===== config.mk =====
export PLATFORM = sky130hd
export DESIGN_NAME = evt_irq_prescaler
export DESIGN_NICKNAME = d
export VERILOG_FILES = /design/src/rtl/evt_irq_pkg.sv /design/src/rtl/evt_src_sel.sv /design/src/rtl/evt_cnt_core.sv /design/src/rtl/evt_irq_prescaler.sv
export SDC_FILE = /design/constraint.sdc
export NUM_CORES = 1
export LEC_CHECK = 0
export BUFFER_PORTS_ARGS = -buffer_cell sky130_fd_sc_hd__buf_4
export CAP_MARGIN = 15
export CELL_PAD_IN_SITES_DETAIL_PLACEMENT = 1
export CELL_PAD_IN_SITES_GLOBAL_PLACEMENT = 1
export CORE_UTILIZATION = 33
export CTS_CLUSTER_DIAMETER = 200
export DETAILED_ROUTE_END_ITERATION = 16
export GPL_TIMING_DRIVEN = 0
export PLACE_DENSITY_LB_ADDON = 0.1
export REMOVE_ABC_BUFFERS = 1
export SYNTH_ARGS = -nofsm -noshare
export SYNTH_HDL_FRONTEND = slang
export SYNTH_HIERARCHICAL = 1
export SYNTH_SLANG_ARGS = --single-unit

===== constraint.sdc =====
create_clock -name clk -period 2.5 [get_ports clk]
set_input_delay 0 -clock clk [delete_from_list [all_inputs] [get_ports clk]]
set_output_delay 0 -clock clk [all_outputs]
set_load 0.01 [all_outputs]

===== src/rtl/evt_irq_pkg.sv =====
package evt_irq_pkg;

    localparam int SEL_W   = 3;
    localparam int NUM_SRC = 6;

    // strobe vector bit positions
    localparam int STB_ZERO   = 0;
    localparam int STB_PRD    = 1;
    localparam int STB_A_UP   = 2;
    localparam int STB_A_DN   = 3;
    localparam int STB_B_UP   = 4;
    localparam int STB_B_DN   = 5;

    typedef enum logic [SEL_W-1:0] {
        SRC_NONE0 = 3'b000,
        SRC_ZERO  = 3'b001,
        SRC_PRD   = 3'b010,
        SRC_NONE3 = 3'b011,
        SRC_A_UP  = 3'b100,
        SRC_A_DN  = 3'b101,
        SRC_B_UP  = 3'b110,
        SRC_B_DN  = 3'b111
    } evt_src_e;

endpackage


===== src/rtl/evt_src_sel.sv =====
module evt_src_sel
    import evt_irq_pkg::*;
(
    input  logic [NUM_SRC-1:0] strobe_i,
    input  logic [SEL_W-1:0]   sel_i,
    output logic               evt_o
);

    evt_src_e sel_e;

    always_comb begin
        sel_e = evt_src_e'(sel_i);
        case (sel_e)
            SRC_ZERO: evt_o = strobe_i[STB_ZERO];
            SRC_PRD:  evt_o = strobe_i[STB_PRD];
            SRC_A_UP: evt_o = strobe_i[STB_A_UP];
            SRC_A_DN: evt_o = strobe_i[STB_A_DN];
            SRC_B_UP: evt_o = strobe_i[STB_B_UP];
            SRC_B_DN: evt_o = strobe_i[STB_B_DN];
            default:  evt_o = 1'b0;   // reserved codes
        endcase
    end

endmodule


===== src/rtl/evt_cnt_core.sv =====
module evt_cnt_core #(
    parameter int CNT_W = 2
) (
    input  logic             clk,
    input  logic             rst_n,
    input  logic             evt_i,
    input  logic             en_i,
    input  logic             clr_i,
    input  logic             frc_i,
    input  logic             wr_i,
    input  logic [CNT_W-1:0] wdata_i,
    output logic             irq_o,
    output logic             flag_o,
    output logic [CNT_W-1:0] cnt_o
);

    localparam logic [CNT_W-1:0] ZERO_C = '0;

    typedef struct packed {
        logic [CNT_W-1:0] prd;
        logic [CNT_W-1:0] cnt;
        logic             flag;
        logic             irq;
    } core_st_t;

    core_st_t st_d, st_q;

    logic [CNT_W-1:0] prd_eff;
    logic [CNT_W-1:0] cnt_adv;
    logic             inc;
    logic             fire;

    always_comb begin
        prd_eff = wr_i ? wdata_i : st_q.prd;
        // counts only while below the period now in force; a zero period never counts
        inc     = evt_i && (st_q.cnt < prd_eff);
        cnt_adv = inc ? st_q.cnt + 1'b1 : st_q.cnt;
        fire    = en_i && !st_q.flag && (prd_eff != ZERO_C)
                  && ((cnt_adv == prd_eff) || frc_i);

        st_d      = st_q;
        st_d.prd  = prd_eff;
        st_d.cnt  = fire ? ZERO_C : cnt_adv;
        st_d.flag = fire | (st_q.flag & ~clr_i);
        st_d.irq  = fire;
    end

    always_ff @(posedge clk or negedge rst_n) begin
        if (!rst_n) st_q <= '0;
        else        st_q <= st_d;
    end

    assign irq_o  = st_q.irq;
    assign flag_o = st_q.flag;
    assign cnt_o  = st_q.cnt;

    assert_irq_single_R3: assert property (@(posedge clk) disable iff (!rst_n)
        st_q.irq |=> !st_q.irq);

    assert_irq_clears_cnt_R3: assert property (@(posedge clk) disable iff (!rst_n)
        st_q.irq |-> (st_q.cnt == ZERO_C));

    assert_irq_needs_clear_flag_R5: assert property (@(posedge clk) disable iff (!rst_n)
        st_q.irq |-> (st_q.flag && !$past(st_q.flag)));

    assert_no_irq_disabled_R2: assert property (@(posedge clk) disable iff (!rst_n)
        !$past(en_i) |-> !st_q.irq);

    assert_no_irq_zero_prd_R4: assert property (@(posedge clk) disable iff (!rst_n)
        st_q.irq |-> (st_q.prd != ZERO_C));

    assert_cnt_step_R11: assert property (@(posedge clk) disable iff (!rst_n)
        (st_q.cnt != $past(st_q.cnt)) |->
        ((st_q.cnt == ZERO_C) || (st_q.cnt == CNT_W'($past(st_q.cnt) + 1'b1))));

endmodule


===== src/rtl/evt_irq_prescaler.sv =====
module evt_irq_prescaler
    import evt_irq_pkg::*;
#(
    parameter int CNT_W = 2
) (
    input  logic             clk,
    input  logic             rst_n,
    input  logic             evt_zero_i,
    input  logic             evt_prd_i,
    input  logic             evt_cmpa_up_i,
    input  logic             evt_cmpa_dn_i,
    input  logic             evt_cmpb_up_i,
    input  logic             evt_cmpb_dn_i,
    input  logic [2:0]       src_sel_i,
    input  logic             irq_en_i,
    input  logic             flag_clr_i,
    input  logic             force_i,
    input  logic             prd_wr_i,
    input  logic [CNT_W-1:0] prd_wdata_i,
    output logic             irq_o,
    output logic             flag_o,
    output logic [CNT_W-1:0] count_o
);

    logic [NUM_SRC-1:0] strobes;
    logic               evt_sel;

    always_comb begin
        strobes           = '0;
        strobes[STB_ZERO] = evt_zero_i;
        strobes[STB_PRD]  = evt_prd_i;
        strobes[STB_A_UP] = evt_cmpa_up_i;
        strobes[STB_A_DN] = evt_cmpa_dn_i;
        strobes[STB_B_UP] = evt_cmpb_up_i;
        strobes[STB_B_DN] = evt_cmpb_dn_i;
    end

    evt_src_sel u_src_sel (
        .strobe_i (strobes),
        .sel_i    (src_sel_i),
        .evt_o    (evt_sel)
    );

    evt_cnt_core #(.CNT_W(CNT_W)) u_core (
        .clk     (clk),
        .rst_n   (rst_n),
        .evt_i   (evt_sel),
        .en_i    (irq_en_i),
        .clr_i   (flag_clr_i),
        .frc_i   (force_i),
        .wr_i    (prd_wr_i),
        .wdata_i (prd_wdata_i),
        .irq_o   (irq_o),
        .flag_o  (flag_o),
        .cnt_o   (count_o)
    );

    // reserved codes must not move the count
    assert_reserved_quiet_R1: assert property (@(posedge clk) disable iff (!rst_n)
        ((src_sel_i == 3'b000 || src_sel_i == 3'b011) && !prd_wr_i && !force_i)
        |=> (count_o == $past(count_o)) || (count_o == '0));

endmodule


==> flow_summary.toml, run 1 <==
[outcome]
status = "finished, final reports clean"

[grt]
track_usage_pct = 19.4
grt_first_pass_wirelength_um = 1990
grt_overflow = 0
grt_max_degree = 9
antenna_found_initial = 0
grt_pass1_vias = 463

[clocking]
root_buffer = "clkbuf_4"
clock_latency_ns = 0.25
cts_buffers = 3
cts_tree = "yes"
h-tree-depth = 1
clk_path_buf_depth = 2
numClockSinks = 6
clk_pin_slew_ns = 0.04

[power_and_ir_drop]
leakagePower_nw = 0.311
p_clk_share_pct = 16.7
power.switching_mw = 0.218
combPwrFrac_pct = 51.1
seqPwrFrac_pct = 32.2
p_per_area_nw_per_um2 = 772
ir_drop_mv = 0.369
p_int_mw = 0.330
netSwitchingFraction_pct = 39.7

[detailed_routing]
ant_nets = 0
dr.first_iter.drc_count = 8
routed-via-count = 508
drtPass1Iterations = 4
finalWirelength_um = 1370
drc = 0
via_per_inst = 5.64
routedWlPerCell_um = 15.2

[synth]
ys_async_sr_fraction_pct = 100
ys_seq_elements = 6
synth_top_flop_cell = "dfrtp_1"
synth_edf_count = 0
yosys_warnings = 6
synth_cells = 53
yosysUniqueCellTypes = 33
synth.cell_area_um2 = 510
syn_area_per_cell_um2 = 9.63
yosysSeqAreaShare_pct = 29.4

[cells_and_area]
final_cell_area_um2 = 709
fill_cells = 164
drive_above_1_share_pct = 40.0
syn_to_final_growth_pct = 39.0
diodes = 0
layout_common_cells = "buf_4, dfrtp_1, a211oi_1"
layout.nets = 95
final_common_cell = "buf_4"
finalNonFillerCells = 90

[critical_path]
arrival_ns = 2.53
crit_path_start_kind = "flop"
r2r_setup_slack_ns = 0.13
r2r_cells = 6
critical_path_class = "reg -> reg"
cp_data_required_time_ns = 2.66
cp-end-kind = "flop"
critPathMaxFanout = 6
reg2reg_to = "u_core/flag_o"
reg2reg_from = "u_core/st_q[5]"

[timing]
hold_viol_final = 0
period_needed_ns = 2.37
rsz0062_at_grt = "false"
hold_slack_ns = 0.0468
setup_viol = 0
skew_ns = 0.00199
worst_slew_pin_slew_ns = 0.393
slew_viol_final = 0
fmax_mhz = 422
min_period_over_period_pct = 94.8
relSlewSlack_pct = 73.6

[die]
rows = 13
die_w_um = 41.3
initial_core_util_pct = 37.4
die_h_um = 41.3
io_pins = 21
core-area_um2 = 1370
die_area_um2 = 1710

[placed_design]
place_area_um2 = 664
dp_hpwl_um = 1090
place_inst = 86
routabilityCongestion = 0.709
io_buffers = 20

[run]
cap_violations = 0

[worst_hold_path]
hold_class = "in -> reg"
whs_path_depth = 3
hold_start = "prd_wdata_i[1]"
whs_endpoint = "u_core/st_q[5]"
==> cell usage after synthesis (2+ instances only) <==
cell type,n,area [um2]
mux2_1,2,22.5
buf_4,2,15.0
inv_1,3,11.3
nand2_1,2,7.51
nor3b_1,2,15.0
nand3b_1,3,22.5
a211oi_1,4,30.0
dfrtp_1,6,150
o22ai_1,2,12.5
a21oi_1,2,10.0
nand2b_1,3,18.8
==> layer usage <==
metal  vias to the layer above  GRT usage, %  part of all wire [%]
li1                        249             -                     -
met1                       239          22.7                    46
met2                        16          30.5                    48
met3                         4          4.79                   3.7
met4                         0          14.5                   2.3
met5                         -             0                     0
==> flip-flops by register name (all words and copies together), names as in the netlist <==
name	count
u_core/st_q	2
u_core/flag_o	1
u_core/cnt_o	2
u_core/irq_o	1
==> cell type report <==
| cell class | count | area (um2) | share of cell area [%] |
|---|---|---|---|
| Clock buffer | 3 | 22.5 | 3.17 |
| Inverter | 4 | 15.0 | 2.12 |
| Multi-Input combinational cell | 41 | 343 | 48.3 |
| Sequential cell | 6 | 150 | 21.2 |
| Tap cell | 15 | 18.8 | 2.65 |
| Timing Repair Buffer | 21 | 160 | 22.6 |
==> worst max path at each step <==
stage / startpoint / to / cells after the start
2_1_floorplan: u_core/st_q[5] / u_core/flag_o / 6
3_3_place_gp: u_core/st_q[5] / u_core/flag_o / 6
3_5_place_dp: u_core/st_q[5] / u_core/flag_o / 6
4_1_cts: u_core/st_q[5] / u_core/flag_o / 6
5_1_grt: u_core/st_q[5] / u_core/flag_o / 6
6_report: u_core/st_q[5] / u_core/flag_o / 6
==> repair_timing <==
item	CTS	global route
setup endpoints to repair	1	3
endpoints found under the hold margin	6	0
hold buffers	1	0
buffers inserted	0	0
gates resized for setup	1	1
==> cell families (layout without fill, tap and decap cells) <==
family / Yosys count / after routing / synth area share, %
mux: 5 / 5 / 13.5
xor+xnor: 1 / 1 / 1.72
simple gates: 20 / 20 / 26.5
fa+ha+maj: 1 / 1 / 2.45
buf+inv: 6 / 28 / 5.88
compound gates: 14 / 14 / 20.6
flops: 6 / 6 / 29.4
==> power groups by stage <==
stage	clock network [mW]	registers, mW	logic [mW]
after CTS	0.0949	0.177	0.277
after global routing	0.0990	0.184	0.306
after floorplan	0	0.178	0.161
after global placement	0	0.174	0.268
final	0.0913	0.177	0.280
after detailed placement	0	0.178	0.274
==> critical path: stages, from the launching register on <==
cell and delay, ns:
dfrtp_1 0.42, mux2i_4 0.26, ha_1 0.33, or3b_2 0.53
nor4_1 0.32, or3_1 0.23, a2bb2oi_1 0.20
==> through the flow <==
stage	power [mW]	setup slack (ns)	TNS [ns]	util [%]
2_1_floorplan	0.339	0.397	0	-
3_3_place_gp	0.442	0.0881	0	48.6
3_5_place_dp	0.452	-0.0315	-0.0315	48.6
4_1_cts	0.549	0.0608	0	51.3
5_1_grt	0.589	0.0200	0	51.9
6_report	0.548	0.131	0	51.9
No activity file was read; power rests on OpenSTA's default activity.
==> inputs of run 2 (changes only) <==
--- a/config.mk
+++ b/config.mk
@@ -7,9 +7,10 @@
 export LEC_CHECK = 0
 export BUFFER_PORTS_ARGS = -buffer_cell sky130_fd_sc_hd__buf_4
 export CAP_MARGIN = 15
-export CELL_PAD_IN_SITES_DETAIL_PLACEMENT = 1
-export CELL_PAD_IN_SITES_GLOBAL_PLACEMENT = 1
-export CORE_UTILIZATION = 33
+export CELL_PAD_IN_SITES_DETAIL_PLACEMENT = 0
+export CELL_PAD_IN_SITES_GLOBAL_PLACEMENT = 2
+export CORE_UTILIZATION = 26
+export CTS_BUF_LIST = sky130_fd_sc_hd__clkbuf_16
 export CTS_CLUSTER_DIAMETER = 200
 export DETAILED_ROUTE_END_ITERATION = 16
 export GPL_TIMING_DRIVEN = 0
==> run 2 against run 1 <==
  * Sequential share of layout area is 1.8 points lower
  * Core utilization is 8.5 points lower
  * Global-route usage is 6.4 points lower
  * Clock power grew to 2.9 times the previous value
  * Non-clock buffer count stayed put
  * Hold slack better by 0.0099 ns
  * Setup slack better by 0.16 ns
  * Critical path depth stayed put
  * Clock skew is 0.00092 ns higher
  * Final cell count is 11% higher
  * First-iteration DRC count stayed put
  * Maximum frequency is 7.0% higher
  * Largest cell class unchanged
==> flow_summary.toml, run 2 (synthesis gave the netlist of run 1 again) <==
[grt]
grt_pass1_vias = 447
antenna_found_initial = 0
grt_use_met2_pct = 17.5
grt-busiest-layer = "met1"
grt_first_pass_wirelength_um = 1910
grt_use_met3_pct = 1.18
track_usage_pct = 13.0
grt_max_degree = 9
grt_overflow = 0
use_met1_pct = 18.4

[timing]
relSlewSlack_pct = 75.3
period_needed_ns = 2.21
worst_slew_pin_slew_ns = 0.370
hold_viol_final = 0
setup_viol = 0
fin_tns_setup_ns = 0
min_period_over_period_pct = 88.5
slew_viol_final = 0
fmax_mhz = 452
skew_ns = 0.00290
rsz0062_at_grt = "false"

[run]
cap_violations = 0

[die]
die_area_um2 = 2140
io_pins = 21
core-area_um2 = 1780
die_w_um = 46.3
die_h_um = 46.3
rows = 15
initial_core_util_pct = 28.6

[clocking]
root_buffer = "clkbuf_16"
clock_latency_ns = 0.23
h-tree-depth = 1
cts_tree = "yes"
clk_path_buf_depth = 2
post_cts_buffers = 0
cts_buffers = 3
numClockSinks = 6
clk_pin_slew_ns = 0.03

[critical_path]
startpoint = "u_core/st_q[5]"
reg2reg_from = "u_core/st_q[5]"
arrival_ns = 2.37
cp_data_required_time_ns = 2.65
cp_top_family = "simple AND/OR/NAND/NOR gates"
crit_path_start_kind = "flop"
critPathSlowestCell = "or3b_2"
worst-path-buf-inv = 0
critical_path_class = "reg -> reg"
cp_cell_sequence = "mux2i_4, ha_1, or3b_2, nor4_1, or3_1, a2bb2oi_1"
cp-end-kind = "flop"
max_stage_delay_ns = 0.53
critPathMaxFanout = 6

[detailed_routing]
ant_nets = 0
dr.first_iter.drc_count = 8
via_per_inst = 4.81
routed-via-count = 481
drtPass1Iterations = 4
routedWlPerCell_um = 12.0
drc = 0
finalWirelength_um = 1200

[power_and_ir_drop]
leakagePower_nw = 0.334
p_per_area_nw_per_um2 = 922
ir_drop_mv = 0.458

[cells_and_area]
drive_above_1_share_pct = 40.0
fin_util_pct = 43.4
syn_to_final_growth_pct = 51.7
final_common_cell = "buf_4"
layout.nets = 95
layout_common_cells = "buf_4, dfrtp_1, a211oi_1"
diodes = 0
fill_cells = 185

[outcome]
status = "finished, final reports clean"

[placed_design]
routabilityCongestion = 0.706
dp_hpwl_um = 937
io_buffers = 20

[worst_hold_path]
hold_class = "in -> reg"
hold_start = "flag_clr_i"
==> run 2: changes by cell type in the layout (fill, tap and decap cells not counted) <==
cell	change
clkbuf_16	+3
clkbuf_4	-3
==> run 2: repair_timing <==
item                                   CTS  global route
endpoints found under the hold margin    6             0
gates resized for setup                  0             2
hold buffers                             1             0
setup endpoints to repair                0             3
==> run 2: path summary, 6_finish.rpt <==
| kind | end | slack (ns) | cells past startpoint |
|---|---|---|---|
| hold / removal | u_core/flag_o | 0.06 | 3 |
| setup / recovery | u_core/flag_o | 0.29 | 6 |
| setup reg to reg | u_core/flag_o | 0.29 | 6 |
| max in group asynchronous | u_core/st_q[5] | 2.28 | 2 |
| hold reg to reg | u_core/st_q[5] | 0.60 | 2 |
| min in group asynchronous | u_core/flag_o | 0.11 | 2 |
==> run 2: layout make-up <==
cell class | instances | area, um2 | area share (%)
clock buffers | 3 | 75.1 | 9.69
inverters | 4 | 15.0 | 1.94
flip-flops and latches | 6 | 150 | 19.4
well taps | 25 | 31.3 | 4.04
repair buffers | 21 | 160 | 20.7
multi-input cells | 41 | 343 | 44.3
==> run 2: where the power goes <==
group	switching, mW	internal (mW)
clock	0.0559	0.205
combinational	0.131	0.146
sequential	0.0461	0.130
==> run 2: per-layer routing <==
| layer | up-vias | routed length, um |
|---|---|---|
| met3 | 3 | 56 |
| met1 | 213 | 596 |
| met4 | 0 | 31 |
| li1 | 248 | - |
| met2 | 17 | 518 |
| met5 | - | 0 |
==> run 2: per-stage QoR <==
step / setup slack (ns) / hold slack [ns] / std cells / area [um2] / power [mW]
floorplan: 0.397 / -0.296 / 51 / 495 / 0.339
global placement: 0.0401 / -0.190 / 96 / 677 / 0.454
detailed placement: 0.0537 / -0.191 / 96 / 677 / 0.449
CTS: 0.0541 / 0.0571 / 100 / 762 / 0.716
global route: 0.141 / 0.0862 / 100 / 774 / 0.758
finish: 0.287 / 0.0568 / 100 / 774 / 0.714
==> run 2: worst register-to-register path, stage by stage (launching register included) <==
cell and delay [ns]:
dfrtp_1 0.40, mux2i_4 0.25, ha_1 0.32, or3b_2 0.53, nor4_1 0.24, or3_1 0.22
a2bb2oi_1 0.17
==> inputs of run 3 (changes only) <==
--- a/config.mk
+++ b/config.mk
@@ -15,8 +15,8 @@
 export DETAILED_ROUTE_END_ITERATION = 16
 export GPL_TIMING_DRIVEN = 0
 export PLACE_DENSITY_LB_ADDON = 0.1
-export REMOVE_ABC_BUFFERS = 1
 export SYNTH_ARGS = -nofsm -noshare
 export SYNTH_HDL_FRONTEND = slang
 export SYNTH_HIERARCHICAL = 1
 export SYNTH_SLANG_ARGS = --single-unit
+export TNS_END_PERCENT = 100
==> run 3 against run 2 <==
  * Wire length about the same
  * Global-route usage up 0.83 points
  * Setup slack worse by 0.099 ns
  * First-iteration DRC count down 50%
  * Core utilization up 0.35 points
  * Flip-flop and latch count unchanged
  * Largest cell class unchanged
  * Highest routed layer unchanged
==> flow_summary.toml, run 3 (synthesis gave the netlist of run 1 again) <==
[cells_and_area]
final_cell_area_um2 = 781
final_common_cell = "buf_4"
drive_above_1_share_pct = 41.6
layout.nets = 97
layout_common_cells = "buf_4, dfrtp_1, a211oi_1"
diodes = 0
syn_to_final_growth_pct = 52.9

[grt]
grt_first_pass_wirelength_um = 2060
track_usage_pct = 13.8
grt_max_degree = 9
grt-busiest-layer = "met1"
grt_pass1_vias = 472
grt_use_met2_pct = 18.6
antenna_found_initial = 0
use_met1_pct = 19.6
grt_use_met3_pct = 5.10
grt_overflow = 0

[power_and_ir_drop]
ir_drop_mv = 0.527
power.switching_mw = 0.230
p_per_area_nw_per_um2 = 932
total_power_mw = 0.728
seqPwrFrac_pct = 23.9
combPwrFrac_pct = 41.1
p_clk_share_pct = 35.0
p_int_mw = 0.497
leakagePower_nw = 0.343
netSwitchingFraction_pct = 31.7

[critical_path]
arrival_ns = 2.46
critPathMaxFanout = 6
r2r_setup_slack_ns = 0.19
cp-end-kind = "flop"
r2r_cells = 6
reg2reg_from = "u_core/st_q[5]"
critical_path_class = "reg -> reg"
reg2reg_to = "u_core/flag_o"
cp_data_required_time_ns = 2.64
crit_path_start_kind = "flop"

[clocking]
cts_buffers = 3
clock_latency_ns = 0.23
root_buffer = "clkbuf_16"
clk_pin_slew_ns = 0.03
numClockSinks = 6
cts_tree = "yes"
clk_path_buf_depth = 2
h-tree-depth = 1

[timing]
relSlewSlack_pct = 75.3
period_needed_ns = 2.31
worst_slew_pin_slew_ns = 0.364
slew_viol_final = 0
min_period_over_period_pct = 92.5
setup_viol = 0
hold_viol_final = 0
skew_ns = 0.00135
fin_tns_setup_ns = 0
fmax_mhz = 432
rsz0062_at_grt = "false"

[detailed_routing]
dr.first_iter.drc_count = 4
routedWlPerCell_um = 11.8
ant_nets = 0
drtPass1Iterations = 4
drc = 0
via_per_inst = 4.87
routed-via-count = 497
finalWirelength_um = 1200

[placed_design]
dp_hpwl_um = 976
routabilityCongestion = 0.744
io_buffers = 20
place_area_um2 = 692

[die]
io_pins = 21
rows = 15
die_w_um = 46.3
initial_core_util_pct = 28.6
die_area_um2 = 2140
die_h_um = 46.3
core-area_um2 = 1780

[worst_hold_path]
whs_path_depth = 3
whs_endpoint = "u_core/flag_o"
hold_class = "in -> reg"
hold_start = "flag_clr_i"

[outcome]
status = "finished, final reports clean"

[run]
cap_violations = 0

[synth]
syn_nets = 71
## run 3: cell count changes in the layout (fill, tap and decap cells not counted)
cell     previous run  this run
mux2i_4             1         0
buf_4              20        22
mux2i_2             1         2
## run 3: metrics by stage
step	setup slack (ns)	utilization [%]	hold WS [ns]	std cells
after global placement	0.0601	38.8	-0.192	98
after global routing	0.0397	43.8	0.0818	102
after CTS	0.0962	43.6	0.0626	102
after floorplan	0.397	-	-0.296	53
after detailed placement	0.113	38.8	-0.190	98
final	0.187	43.8	0.0655	102
## run 3: worst max path at each step
stage | start | endpoint | slack [ns] | depth (start not counted)
2_1_floorplan | u_core/st_q[5] | u_core/flag_o | 0.40 | 6
3_3_place_gp | u_core/st_q[5] | u_core/flag_o | 0.06 | 6
3_5_place_dp | u_core/st_q[5] | u_core/flag_o | 0.11 | 6
4_1_cts | u_core/st_q[5] | u_core/flag_o | 0.1 | 6
5_1_grt | u_core/st_q[5] | u_core/flag_o | 0.04 | 6
6_report | u_core/st_q[5] | u_core/flag_o | 0.19 | 6
## run 3: layer usage
metal / vias up / part of all wire [%]
met2: 20 / 41
met5: - / 0
met1: 218 / 50
met3: 4 / 6.9
met4: 0 / 1.7
li1: 255 / -
## run 3: cell type report
class	instances	area, um2
repair buffers	21	160
plain buffers	2	15.0
fillers	185	1000
inverters	4	15.0
well taps	25	31.3
clock buffers	3	75.1
multi-input cells	41	334
flip-flops and latches	6	150
## run 3: worst max-delay path, cell delays in order (launching register included)
cell	delay, ns
dfrtp_1	0.39
mux2i_2	0.33
ha_1	0.34
or3b_2	0.53
nor4_1	0.24
or3_1	0.22
a2bb2oi_1	0.18
## run 3: power by group through the flow
stage	combinational (mW)	sequential [mW]	clock (mW)
after floorplan	0.191	0.169	0
after global placement	0.297	0.178	0
after global routing	0.333	0.182	0.269
after CTS	0.299	0.174	0.261
final	0.299	0.174	0.255
after detailed placement	0.296	0.175	0
## run 3: what timing repair did
item                                    4_1_cts  5_1_grt
resized for setup                             0        1
hold buffers                                  1        0
endpoints found under the setup margin        0        3
hold endpoints to repair                      6        0
buffers inserted                              0        0
